File: src/rtl/adc_scan_pkg.sv
package adc_scan_pkg;
  parameter int SCAN_CH_W = 4;
  typedef logic [SCAN_CH_W-1:0] chan_t;

  typedef struct packed {
    chan_t last;
    chan_t first;
  } scan_cfg_t;

  // Differential mode drops the top bit of every channel code.
  function automatic chan_t lane_mask(input logic diff);
    chan_t m;
    m = '1;
    if (diff) m[SCAN_CH_W-1] = 1'b0;
    return m;
  endfunction
endpackage

File: src/rtl/scan_cfg_reg.sv
module scan_cfg_reg
  import adc_scan_pkg::*;
(
  input  logic      clk,
  input  logic      rst_n,
  input  logic      wr,
  input  scan_cfg_t wr_data,
  output scan_cfg_t cfg
);
  always_ff @(posedge clk) begin
    if (!rst_n) cfg <= '0;
    else if (wr) cfg <= wr_data;
  end
endmodule

File: src/rtl/busy_timer.sv
module busy_timer #(
  parameter int BUSY_CYCLES = 4
) (
  input  logic clk,
  input  logic rst_n,
  input  logic start,
  output logic busy
);
  localparam int CW = $clog2(BUSY_CYCLES + 1);
  localparam logic [CW-1:0] LOAD = CW'(BUSY_CYCLES);
  logic [CW-1:0] remain;

  always_ff @(posedge clk) begin
    if (!rst_n) remain <= '0;
    else if (start) remain <= LOAD;
    else if (remain != '0) remain <= remain - 1'b1;
  end

  assign busy = (remain != '0);
endmodule

File: src/rtl/scan_stepper.sv
module scan_stepper
  import adc_scan_pkg::*;
(
  input  logic  clk,
  input  logic  rst_n,
  input  logic  load,
  input  chan_t load_first,
  input  logic  adv,
  input  chan_t first,
  input  chan_t last,
  input  chan_t mask,
  output chan_t cur,
  output logic  done
);
  chan_t cur_q;
  chan_t cur_eff;
  chan_t nxt;
  logic  at_last;

  assign cur_eff = cur_q & mask;
  assign at_last = (cur_eff == (last & mask));
  assign nxt     = (cur_eff + 1'b1) & mask;

  always_ff @(posedge clk) begin
    if (!rst_n) begin
      cur_q <= '0;
      done  <= 1'b0;
    end else begin
      done <= 1'b0;
      if (load) begin
        cur_q <= load_first & mask;
      end else if (adv) begin
        if (at_last) begin
          cur_q <= first & mask;
          done  <= 1'b1;
        end else begin
          cur_q <= nxt;
        end
      end
    end
  end

  assign cur = cur_eff;
endmodule

File: src/rtl/adc_scan_seq.sv
module adc_scan_seq
  import adc_scan_pkg::*;
#(
  parameter int BUSY_CYCLES = 4
) (
  input  logic       clk,
  input  logic       rst_n,
  input  logic       cfg_wr,
  input  logic [7:0] cfg_data,
  input  logic       diff_mode,
  input  logic       conv_done,
  output logic [3:0] chan,
  output logic       burst_done,
  output logic       rst_busy
);
  scan_cfg_t cfg;
  scan_cfg_t wr_cfg;
  chan_t     mask;
  logic      adv;

  assign wr_cfg = scan_cfg_t'(cfg_data);
  assign mask   = lane_mask(diff_mode);
  assign adv    = conv_done & ~rst_busy & ~cfg_wr;

  scan_cfg_reg u_cfg (
    .clk(clk), .rst_n(rst_n), .wr(cfg_wr), .wr_data(wr_cfg), .cfg(cfg)
  );

  busy_timer #(.BUSY_CYCLES(BUSY_CYCLES)) u_busy (
    .clk(clk), .rst_n(rst_n), .start(cfg_wr), .busy(rst_busy)
  );

  scan_stepper u_step (
    .clk(clk), .rst_n(rst_n), .load(cfg_wr), .load_first(wr_cfg.first),
    .adv(adv), .first(cfg.first), .last(cfg.last), .mask(mask),
    .cur(chan), .done(burst_done)
  );
endmodule

File: config.mk
export PLATFORM = sky130hd
export DESIGN_NAME = adc_scan_seq
export DESIGN_NICKNAME = d
export VERILOG_FILES = /design/src/rtl/adc_scan_pkg.sv /design/src/rtl/scan_cfg_reg.sv /design/src/rtl/busy_timer.sv /design/src/rtl/scan_stepper.sv /design/src/rtl/adc_scan_seq.sv
export SDC_FILE = /design/constraint.sdc
export NUM_CORES = 1
export LEC_CHECK = 0
export BUFFER_PORTS_ARGS = -buffer_cell sky130_fd_sc_hd__clkbuf_2
export CAP_MARGIN = 20
export CORE_MARGIN = 3
export CORE_UTILIZATION = 40
export CTS_CLUSTER_DIAMETER = 200
export DETAILED_ROUTE_END_ITERATION = 8
export PLACE_DENSITY = 0.61
export SLEW_MARGIN = 20
export SYNTH_ARGS = -nofsm -noshare
export SYNTH_HDL_FRONTEND = slang
export SYNTH_SLANG_ARGS = --single-unit
export TNS_END_PERCENT = 10
File: constraint.sdc
create_clock -name clk -period 3.76 [get_ports clk]
set_clock_uncertainty 0.2 [all_clocks]
set_input_delay 0.376 -clock clk [delete_from_list [all_inputs] [get_ports clk]]
set_output_delay 0.376 -clock clk [all_outputs]
set_load 0.01 [all_outputs]
* Yosys cells after proc, flatten, opt, wreduce, memory -nomap -nowiden
Cells that the tools add are included.
W data, S select, Z words.
** Operators by class
- Add/sub/neg operators :: 2
- Equality and inequality tests :: 1
- Muxes and demuxes :: 7
- Bitwise logic cells :: 11
- Reductions and logical operators :: 5
** Operator list (number)
- $and A4 B4 Y4 :: 5
- $mux W4 :: 3
- $mux W3 :: 2
- $add A4 B1 Y4 const B :: 1
- $eq A4 B4 Y1 :: 1
- $not A1 Y1 :: 4
- $reduce_bool A2 Y1 :: 2
- $reduce_bool A3 Y1 :: 1
- $reduce_or A3 Y1 :: 1
- $sub A3 B1 Y3 const B :: 1
- $and A1 B1 Y1 :: 2
- $mux W1 :: 2
- $reduce_or A2 Y1 :: 1
** Word-level totals
- Register bits after elaboration :: 16
- Input bits :: 13
- Output and inout bits :: 6
- Word-level logic and storage cells :: 32

* Longest topological paths before layout
Gate-level depths: netlist of run 1.
- Depth in word-level cells :: 7
- Gate-level depth with buffers :: 8
- Gate-level depth less buffers :: 7

* By module
A second synthesis of run 1 with hierarchy kept.
** Unflattened totals
- Cell total of the unflattened synthesis :: 104
- Area, all modules :: 967.2 µm²
** Modules (own cells, without submodules)
- scan_stepper :: times used 1, cells an instance 58, area an instance 478.0 µm², sequential area each 100.1 µm²
- scan_cfg_reg :: times used 1, cells an instance 25, area an instance 301.5 µm², sequential area each 160.2 µm²
- busy_timer :: times used 1, cells an instance 18, area an instance 167.7 µm², sequential area each 60.1 µm²
- adc_scan_seq :: times used 1, cells an instance 3, area an instance 20.0 µm², sequential area each 0.0 µm²

* Worst setup path before layout of run 1
OpenSTA, ideal clock, no wires.
- Kind :: register to register
- Start point :: reg u_busy.remain[0]
- End point :: reg u_step.cur_q[0]
- Library setup time :: 0.120 ns
- Data arrival time :: 1.510 ns
- Data required time :: 3.440 ns
- Path slack :: 1.930 ns
- Cell stages (with the launch flop) :: 9
- Buffers on the path :: 1
- Period minus slack after synthesis :: 1.830 ns
- Cells stage by stage :: dfxtp_1 > inv_1 > ha_1 > ha_1 > buf_2 > nand2_1 > nor2_1 > and3_1 > o31a_1
** On the way
- Word-level cells in the longest chain between the ends :: 5
** Ends and longest elaborated chain
- start, declared :: line busy_timer.sv:11 : logic [CW-1:0] remain;
- start signal, assigned :: line busy_timer.sv:16 : else if (remain != '0) remain <= remain - 1'b1;
- $reduce_bool A3 Y1 :: line busy_timer.sv:19 : assign busy = (remain != '0);
- $not A1 Y1 :: line adc_scan_seq.sv:23 : assign adv = conv_done & ~rst_busy & ~cfg_wr;
- $and A1 B1 Y1 (2 in series) :: line adc_scan_seq.sv:23
- $reduce_bool A2 Y1 (no line)
- end signal, assigned :: line scan_stepper.sv:31 : cur_q <= load_first & mask;
- end signal, assigned :: line scan_stepper.sv:34 : cur_q <= first & mask;
- end signal, assigned :: line scan_stepper.sv:37 : cur_q <= nxt;
- end, declared :: line scan_stepper.sv:15 : chan_t cur_q;
Every way passes these cells.
A chain may end at the register's enable or synchronous reset.

* Worst setup path after layout of run 1
Ends and elaborated chain as after synthesis.

==> reports/results.ini, run 1 <==
[global_route]
grt_overflow = 0
grt_pass1_vias = 639
grt_pass1_wl_mm = 2.725
antenna_found_initial = 0
grt_max_degree = 21
grt_usage_pct = 13.33

[final_layout]
final_common_cell = clkbuf_2
stdcell_count = 138
area_delta_synth_final_pct = 13.33
final_net_count = 129
seqCellArea_um2 = 320.3
fillCellCount = 210
multi_input_area_um2 = 514.2
layout-drive-gt1-share_pct = 24.32
final_util_pct = 50.00
diodes = 0
layout_common_cells = clkbuf_2 (18), dfxtp_1 (16)

[power]
p_leak_nw = 0.4735
power_frac_clock_pct = 27.9
switching_share_pct = 28.76
pwr-share-comb_pct = 24.1
power_uw = 405.3
power.internal_uw = 288.8
p_seq_share_pct = 48.0
ir_drop_uv = 170.1
powerDensity_nw_per_um2 = 397.0
switching_power_uw = 116.6

[timing]
tns_ps = 0
hold_violations = 0
timing.fmax_ghz = 0.5012
fin_crit_sh_pct = 53.06
max_slew.worst_pin.slew_ps = 410.3
maxSlewHeadroom_pct = 72.65
min_period_ps = 1995
maxSlewViolCount = 0
hold_slack_ps = 129.8
setup_viol = 0
rsz0062_at_grt = no

[cts]
clkTransAtPathRegs_ps = 100
cts_sinks = 16
cts_tree = built
cts_hold_buffers = 0
cts_buffers = 3
cts_setup_buffers = 0
max-clock-path-buffers = 2
root_buffer = clkbuf_4
htreeDepth = 1
clock_latency_ps = 280
ctsResizeCount = 0

[floorplanning]
die_area_um2 = 2857
io_pins = 19
design.core.area_um2 = 2042
fp.dieW_um = 53.46
initial_core_util_pct = 44.12
std_cell_rows = 16
die_h_um = 53.46

[worst_setup_path]
cp.required_ps = 3740
arrival_ps = 1970
path_cells = inv_1 > ha_1 > ha_1 > nand2_1 > nor2_1 > and3_1 > o31a_1
crit_slowest_cell = dfxtp_1
crit_start = u_busy.remain[0]$_SDFFE_PP0P_
max_stage_delay_ps = 360
r2r_slack_ps = 1760
critical_path_class = flop to flop
crit_path_frequent_cell = ha_1
r2r-start = u_busy.remain[0]$_SDFFE_PP0P_
start_kind = flop
endpoint_kind = flop
reg2reg_depth = 7
path_max_fanout = 10
r2r-end = u_step.cur_q[0]$_SDFFE_PN0P_

[synthesis]
syn_nets = 113
ys_warn_count = 0
syn_inst = 96
synth_area_leader_cell = dfxtp_1
synth.avg_cell_area_um2 = 9.384
synth-seq-cells = 16
syn_area_um2 = 900.9
synth_cell_type_count = 29
synth_area_leaders = dfxtp_1 (36%), mux2i_1 (7.8%), ha_1 (5.6%)
yosys.area.top_type_share_pct = 35.56
seq_area_frac_synth_pct = 35.56

[detailed_routing]
routedWlPerCell_um = 11.98
drc = 0
routed_via_density = 4.935
routed-via-count = 681
first_pass_iters = 4
drtIter0Drc = 4
ant_nets = 0
drt_wl_total_mm = 1.653

[hold_path]
hold_path_startpoint = cfg_data[2]
whs_path_depth = 3
hold_path_end = u_cfg.cfg[2]$_SDFFE_PN0P_
hp-class = input port to flop

[placement]
hpwl_mm = 1.218
dp_cells = 134
gp_congestion = 0.7598
portBuffers = 18

[outcome]
status = completed

[job]
timing.max_cap.violations = 0

## cells in the mapped netlist, drive strengths merged
cell	instances
dfxtp	16
a21oi	7
inv	7
mux2i	7
nand2	7
buf	5
nand2b	5
nor2	5
nor2b	5
xnor2	5
a21boi	4
ha	4
o21ai	3
clkbuf	2
nor3	2
xor2	2
and2	1
and3	1
and4b	1
mux2	1
nand3	1
o2111ai	1
o21a	1
o22ai	1
o311a	1
o31a	1
## how the worst max path moves through the flow
| stage | slack (ps) | endpoint | cells past startpoint |
|---|---|---|---|
| 2_1_floorplan | 1930 | u_step.cur_q[0]$_SDFFE_PN0P_ | 8 |
| 3_3_place_gp | 1860 | u_step.cur_q[0]$_SDFFE_PN0P_ | 7 |
| 3_5_place_dp | 1800 | u_step.cur_q[0]$_SDFFE_PN0P_ | 7 |
| 4_1_cts | 1760 | rst_busy | 5 |
| 5_1_grt | 1620 | u_step.cur_q[0]$_SDFFE_PN0P_ | 7 |
| 6_report | 1760 | u_step.cur_q[0]$_SDFFE_PN0P_ | 7 |
## sequential cells by signal, summed over array words and instances (netlist names)
| signal | cells |
|---|---|
| u_busy.remain | 3 |
| u_cfg.cfg | 8 |
| u_step.cur_q | 4 |
| u_step.done | 1 |
## area by class of cell
type	instances	area share (%)
Timing Repair Buffer	18	8.824
Sequential cell	16	31.37
Multi-Input combinational cell	66	50.37
Tap cell	27	3.309
Inverter	7	2.574
Clock buffer	4	3.554
## cell families (layout without fill, tap and decap cells)
| group | after synthesis | in the layout | synth area share, % |
|---|---|---|---|
| DFF | 16 | 16 | 35.56 |
| xor gates and xnor gates | 7 | 7 | 10.56 |
| muxes | 8 | 8 | 9.444 |
| buffers and inverters | 14 | 29 | 7.362 |
| adders and majority gates | 4 | 4 | 5.556 |
| and+or+nand+nor | 28 | 28 | 16.11 |
| AOI/OAI and AO/OA | 19 | 19 | 15.42 |
## through the flow
stage,cell area (um^2),worst slack [ps]
finish,1021,1765
global route,1021,1617
CTS,1021,1757
detailed placement,984.7,1796
global placement,984.7,1863
floorplan,900.9,1930
## worst max-delay path: cells and delay by family (launching register included)
| family | cells | cell delay, ps |
|---|---|---|
| DFF | 1 | 360 |
| adders and majority gates | 2 | 510 |
| and+or+nand+nor | 3 | 510 |
| buffers and inverters | 1 | 50 |
| AOI/OAI and AO/OA | 1 | 260 |
## metal layers
| layer | wire length [um] | track usage [%] | vias to the layer above |
|---|---|---|---|
| met5 | 0 | 0 | - |
| met4 | 27 | 8.085 | 0 |
| met3 | 72 | 3.380 | 4 |
| met2 | 763 | 20.00 | 13 |
| met1 | 790 | 16.81 | 318 |
| li1 | - | - | 346 |
## power by group through the flow
stage / clock (mW) / sequential (mW) / combinational (mW)
floorplan: 0 / 0.196 / 0.0796
global placement: 0 / 0.198 / 0.0965
detailed placement: 0 / 0.199 / 0.0984
CTS: 0.118 / 0.195 / 0.0988
global route: 0.125 / 0.196 / 0.111
finish: 0.113 / 0.195 / 0.0977
Power figures use the tool's default switching activity.
==> inputs of run 2 (changes only) <==
- ABC_AREA: not set -> 1
- PLACE_DENSITY: 0.61 -> 0.6
- clock period: 3.76 -> 1.9 ns (I/O delays scaled with it)
==> run 2 against run 1 <==
Effect of this change: total power grew 90%; hold slack lost 130 ps; clock power grew 55%; sequential share of layout area shrank 2.0 points; first-iteration DRC count grew to 5.5 times the previous value; combinational power grew 120%; register-to-register slack lost 1500 ps; critical endpoint is now rst_busy; sequential cell count is the same; critical path depth shrank 2.
==> reports/results.ini, run 2 <==
[floorplanning]
die_h_um = 53.89
design.core.area_um2 = 2062
die_area_um2 = 2904
initial_core_util_pct = 44.48
io_pins = 19
fp.dieW_um = 53.89
std_cell_rows = 16

[global_route]
grt_usage_pct = 14.71
grt_overflow = 0
antenna_found_initial = 0
grt_pass1_wl_mm = 3.091
grt_pass1_vias = 759
grt_max_degree = 15

[final_layout]
layout-drive-gt1-share_pct = 24.34
stdcell_count = 179
final_net_count = 171
diodes = 0
largest-register = u_cfg.cfg
final_common_cell = nand2_1
largest_reg_flops = 8
fillCellCount = 204
layout_common_cells = nand2_1 (29), inv_1 (20), clkbuf_2 (18)
reg_top3 = u_cfg.cfg x8, u_step.cur_q x4, u_busy.remain x3
area_delta_synth_final_pct = 19.10

[power]
p_leak_nw = 0.5385
powerDensity_nw_per_um2 = 706.3
switching_share_pct = 32.35
ir_drop_uv = 496.5
p_seq_share_pct = 49.3
pwr-share-comb_pct = 28.0
power_frac_clock_pct = 22.7
switching_power_uw = 249.6
power.internal_uw = 521.9

[timing]
rsz0062_at_grt = no
hold_violations = 0
setup_viol = 0
min_period_ps = 1775
timing.fmax_ghz = 0.5633
hold_slack_ps = 4.091
tns_ps = 0
maxSlewHeadroom_pct = 81.25
max_slew.worst_pin.slew_ps = 280.8
maxSlewViolCount = 0
fin_crit_sh_pct = 93.44

[placement]
portBuffers = 18
gp_congestion = 0.7640
dp_cells = 169
hpwl_mm = 1.402

[cts]
clkTransAtPathRegs_ps = 80
cts_buffers = 3
clock_latency_ps = 290
cts_tree = built
htreeDepth = 1
max-clock-path-buffers = 2
cts_sinks = 16
root_buffer = clkbuf_4

[synthesis]
yosys.area.top_type_share_pct = 34.92
async_flop_share_pct = 0
synth_edf_count = 0
synth_common_cells = nand2_1 (29), inv_1 (20), dfxtp_1 (16)
syn_nets = 146
synth-xor-area-share_pct = 0
synthSimpleGateAreaFrac_pct = 29.60
syn_area_um2 = 917.1
synth_fa_ha_area_share_pct = 5.457
synth.most_common_cell = nand2_1
synth_top_family_by_area = simple AND/OR/NAND/NOR gates
synth_top_flop_cell = dfxtp_1
synth-seq-cells = 16
syn_inst = 129
synth_area_leaders = dfxtp_1 (35%), nand2_1 (12%), inv_1 (8.2%)
synth.avg_cell_area_um2 = 7.110
synth_mux_area_share_pct = 0
synth_compound_area_share_pct = 16.10
seq_area_frac_synth_pct = 34.92
synth_cell_type_count = 21
synth_area_leader_cell = dfxtp_1
ys_warn_count = 0

[detailed_routing]
routedWlPerCell_um = 9.989
routed_via_density = 4.721
ant_nets = 0
drt_wl_total_mm = 1.788
drtIter0Drc = 22
routed-via-count = 845
drc = 0
first_pass_iters = 4

[worst_setup_path]
critical_path_class = flop to primary output
cp.required_ps = 1510
start_kind = flop
endpoint_kind = primary output
reg2reg_depth = 9
path_max_fanout = 5
arrival_ps = 1390

[hold_path]
hp-class = input port to flop
whs_path_depth = 3

[outcome]
status = completed

[job]
timing.max_cap.violations = 0

run 2: cell count changes in the layout (fill, tap and decap cells not counted), sizes merged, moves of 2 or more:
cell and delta:
nand2 +26, inv +16, nor2 +9, dlygate4sd3 +7, mux2i -7, o21ai +6, a21oi +5, nand2b -5
nand3 +5, nor2b -5, xnor2 -5, a21boi -4, xor2 -2
run 2: power groups by stage:
stage               Clock [mW]  Combinational [mW]  Sequential [mW]
finish                   0.175               0.216            0.380
CTS                      0.183               0.220            0.380
global route             0.201               0.246            0.384
floorplan                    0               0.170            0.383
global placement             0               0.205            0.387
detailed placement           0               0.207            0.388
run 2: per-stage QoR:
stage          total power, mW  setup WS [ps]  utilization [%]  area, um^2
2_1_floorplan           0.5530          350.7                -       917.1
3_3_place_gp            0.5924          305.2            48.48       999.7
3_5_place_dp            0.5953          256.1            48.48       999.7
4_1_cts                 0.7825          116.9            52.97        1092
5_1_grt                 0.8310          35.16            52.97        1092
6_report                0.7714          124.7            52.97        1092
run 2: metal layers:
metal  GRT usage (%)  part of all wire [%]
met5               0                     0
met1           17.51                    46
met3           5.817                   5.3
met4           3.404                   1.6
met2           24.60                    47
run 2: what timing repair did:
action                     CTS  global route
setup buffers                0             0
hold endpoints to repair     7             0
gates resized for setup      0             0
setup endpoints to repair    0             0
hold buffers                 7             0
run 2: area by class of cell:
cell class                      instances  area [um^2]  area share [%]
Multi-Input combinational cell         85        469.2           42.96
Sequential cell                        16        320.3           29.32
Timing Repair Buffer                   25        160.2           14.66
Inverter                               23        86.33           7.904
Tap cell                               27        33.78           3.093
Clock buffer                            3        22.52           2.062
run 2: final timing paths:
kind / from / to / slack (ps)
setup / recovery: u_busy.remain[0]$_SDFFE_PP0P_ / rst_busy / 120
hold / removal: conv_done / u_step.done$_SDFF_PP0_ / 4
setup reg to reg: u_busy.remain[0]$_SDFFE_PP0P_ / u_step.cur_q[3]$_SDFFE_PN0P_ / 250
hold reg to reg: u_busy.remain[0]$_SDFFE_PP0P_ / u_busy.remain[0]$_SDFFE_PP0P_ / 280
run 2: cell families after synthesis:
kind of cell             Yosys count
buffers and inverters             28
flip-flops                        16
adder cells (fa/ha/maj)            4
AND/OR/NAND/NOR                   56
AO/OA/AOI/OAI                     25
run 2: worst max-delay path, stage by stage, from the launching register on:
cell and delay (ps):
dfxtp_1 330, inv_1 50, ha_1 200, ha_1 220, inv_1 140, clkbuf_2 160
==> inputs of run 3 (changes only) <==
- ABC_AREA: 1 -> not set
- MAX_ROUTING_LAYER: not set -> met4
- PLACE_DENSITY: 0.6 -> 0.61
==> run 3 against run 2 <==
Effect of this change: routed wire length down 0.89%; cell count fell by 16%; global-route usage is 0.45 points lower; sequential power hardly changed; via count decreased by 14%; combinational power grew 9.3%; count of clock-buffer cells in the layout increased by 1; critical path type unchanged; critical endpoint unchanged; largest power group unchanged; register-to-register slack got worse by 110 ps; worst setup slack worse by 38 ps; utilization up 3.1 points; total power increased by 11%.
==> reports/results.ini, run 3 (same netlist as run 1, synthesis figures left out) <==
[outcome]
status = completed

[final_layout]
fillCellCount = 215
final_util_pct = 56.07
largest-register = u_cfg.cfg
reg_top3 = u_cfg.cfg x8, u_step.cur_q x4, u_busy.remain x3
seqCellArea_um2 = 321.6
fin_area_um2 = 1145
diodes = 0
largest_reg_flops = 8
stdcell_count = 151
multi_input_area_um2 = 519.2
final_common_cell = clkbuf_2
layout-drive-gt1-share_pct = 28.23
final_net_count = 142
layout_common_cells = clkbuf_2 (18), dfxtp_1 (15), dlygate4sd3_1 (8)
area_delta_synth_final_pct = 27.08

[cts]
cts_tree = built
cts_buffers = 3
max-clock-path-buffers = 2
root_buffer = clkbuf_4
htreeDepth = 1
cts_sinks = 16
clkTransAtPathRegs_ps = 100
clock_latency_ps = 300

[global_route]
grt_overflow = 0
grt_usage_pct = 14.25
grt_pass1_wl_mm = 2.904
antenna_found_initial = 0
grt_pass1_vias = 669
grt_max_degree = 21

[placement]
portBuffers = 18
hpwl_mm = 1.231
gp_congestion = 0.7918
dp_cells = 139
placed_cell_area_um2 = 1022

[timing]
tns_ps = 0
setup_viol = 0
max_slew.worst_pin.slew_ps = 412.3
hold_violations = 0
hold_slack_ps = 48.43
timing.fmax_ghz = 0.5514
fin_crit_sh_pct = 95.46
rsz0062_at_grt = no
maxSlewViolCount = 0
maxSlewHeadroom_pct = 72.51
min_period_ps = 1814

[worst_setup_path]
path_max_fanout = 8
arrival_ps = 1420
endpoint_kind = primary output
critical_path.endpoint = rst_busy
r2r_slack_ps = 140
critical_path_class = flop to primary output
r2r-end = u_step.cur_q[0]$_SDFFE_PN0P_
reg2reg_depth = 7
start_kind = flop
crit_start = u_busy.remain[0]$_SDFFE_PP0P_
cp.required_ps = 1510
r2r-start = u_busy.remain[0]$_SDFFE_PP0P_

[power]
powerDensity_nw_per_um2 = 746.0
p_leak_nw = 0.5314
ir_drop_uv = 459.5

[detailed_routing]
drt_wl_total_mm = 1.772
ant_nets = 0
routedWlPerCell_um = 11.74
first_pass_iters = 4
drc = 0
routed-via-count = 724
drtIter0Drc = 11
routed_via_density = 4.795

[hold_path]
whs_path_depth = 3
hp-class = input port to flop

[floorplanning]
fp.dieW_um = 53.46
initial_core_util_pct = 44.12
io_pins = 19
die_area_um2 = 2857
die_h_um = 53.46
std_cell_rows = 16
design.core.area_um2 = 2042

[job]
timing.max_cap.violations = 0

[run 3: worst max-delay path: stages (launching register included)]
cell      delay (ps)
dfxtp_2          350
inv_1             40
ha_1             210
ha_2             200
buf_4            160
inv_1             50
clkbuf_2         120
[run 3: worst min path at each step]
stage,from,end,slack (ps)
5_1_grt,conv_done,u_step.done$_SDFF_PP0_,70
3_3_place_gp,cfg_data[2],u_cfg.cfg[2]$_SDFFE_PN0P_,240
6_report,conv_done,u_step.done$_SDFF_PP0_,50
4_1_cts,rst_n,u_step.cur_q[1]$_SDFFE_PN0P_,70
3_5_place_dp,cfg_data[1],u_cfg.cfg[1]$_SDFFE_PN0P_,250
2_1_floorplan,cfg_data[2],u_cfg.cfg[2]$_SDFFE_PN0P_,140
[run 3: layer usage]
| layer | part of all wire, % | vias up | track usage, % |
|---|---|---|---|
| li1 | - | 375 | - |
| met2 | 45 | 18 | 21.43 |
| met1 | 49 | 327 | 18.47 |
| met5 | 0 | - | - |
| met4 | 1.7 | 0 | 6.383 |
| met3 | 4.4 | 4 | 2.535 |
[run 3: cell type report]
class,instances,area share [%]
clock buffer,4,3.169
inverter,7,2.295
multi-input combinational,66,45.36
sequential,16,28.09
tap,27,2.951
timing repair buffer,31,18.14
[run 3: power breakdown]
group | switching (mW) | internal (mW)
combinational | 0.111 | 0.125
sequential | 0.0213 | 0.360
clock | 0.120 | 0.117
[run 3: repair_timing]
item,4_1_cts,5_1_grt
hold endpoints to repair,8,0
resized for setup,0,3
setup endpoints to repair,0,2
setup buffers,0,0
hold buffers,8,0
[run 3: metrics by stage]
stage / worst slack [ps] / power, mW
final: 86.27 / 0.8540
after global routing: 9.834 / 0.9026
after CTS: 36.09 / 0.8526
after detailed placement: 75.62 / 0.6082
after global placement: 125.3 / 0.6031
after floorplan: 70.40 / 0.5452
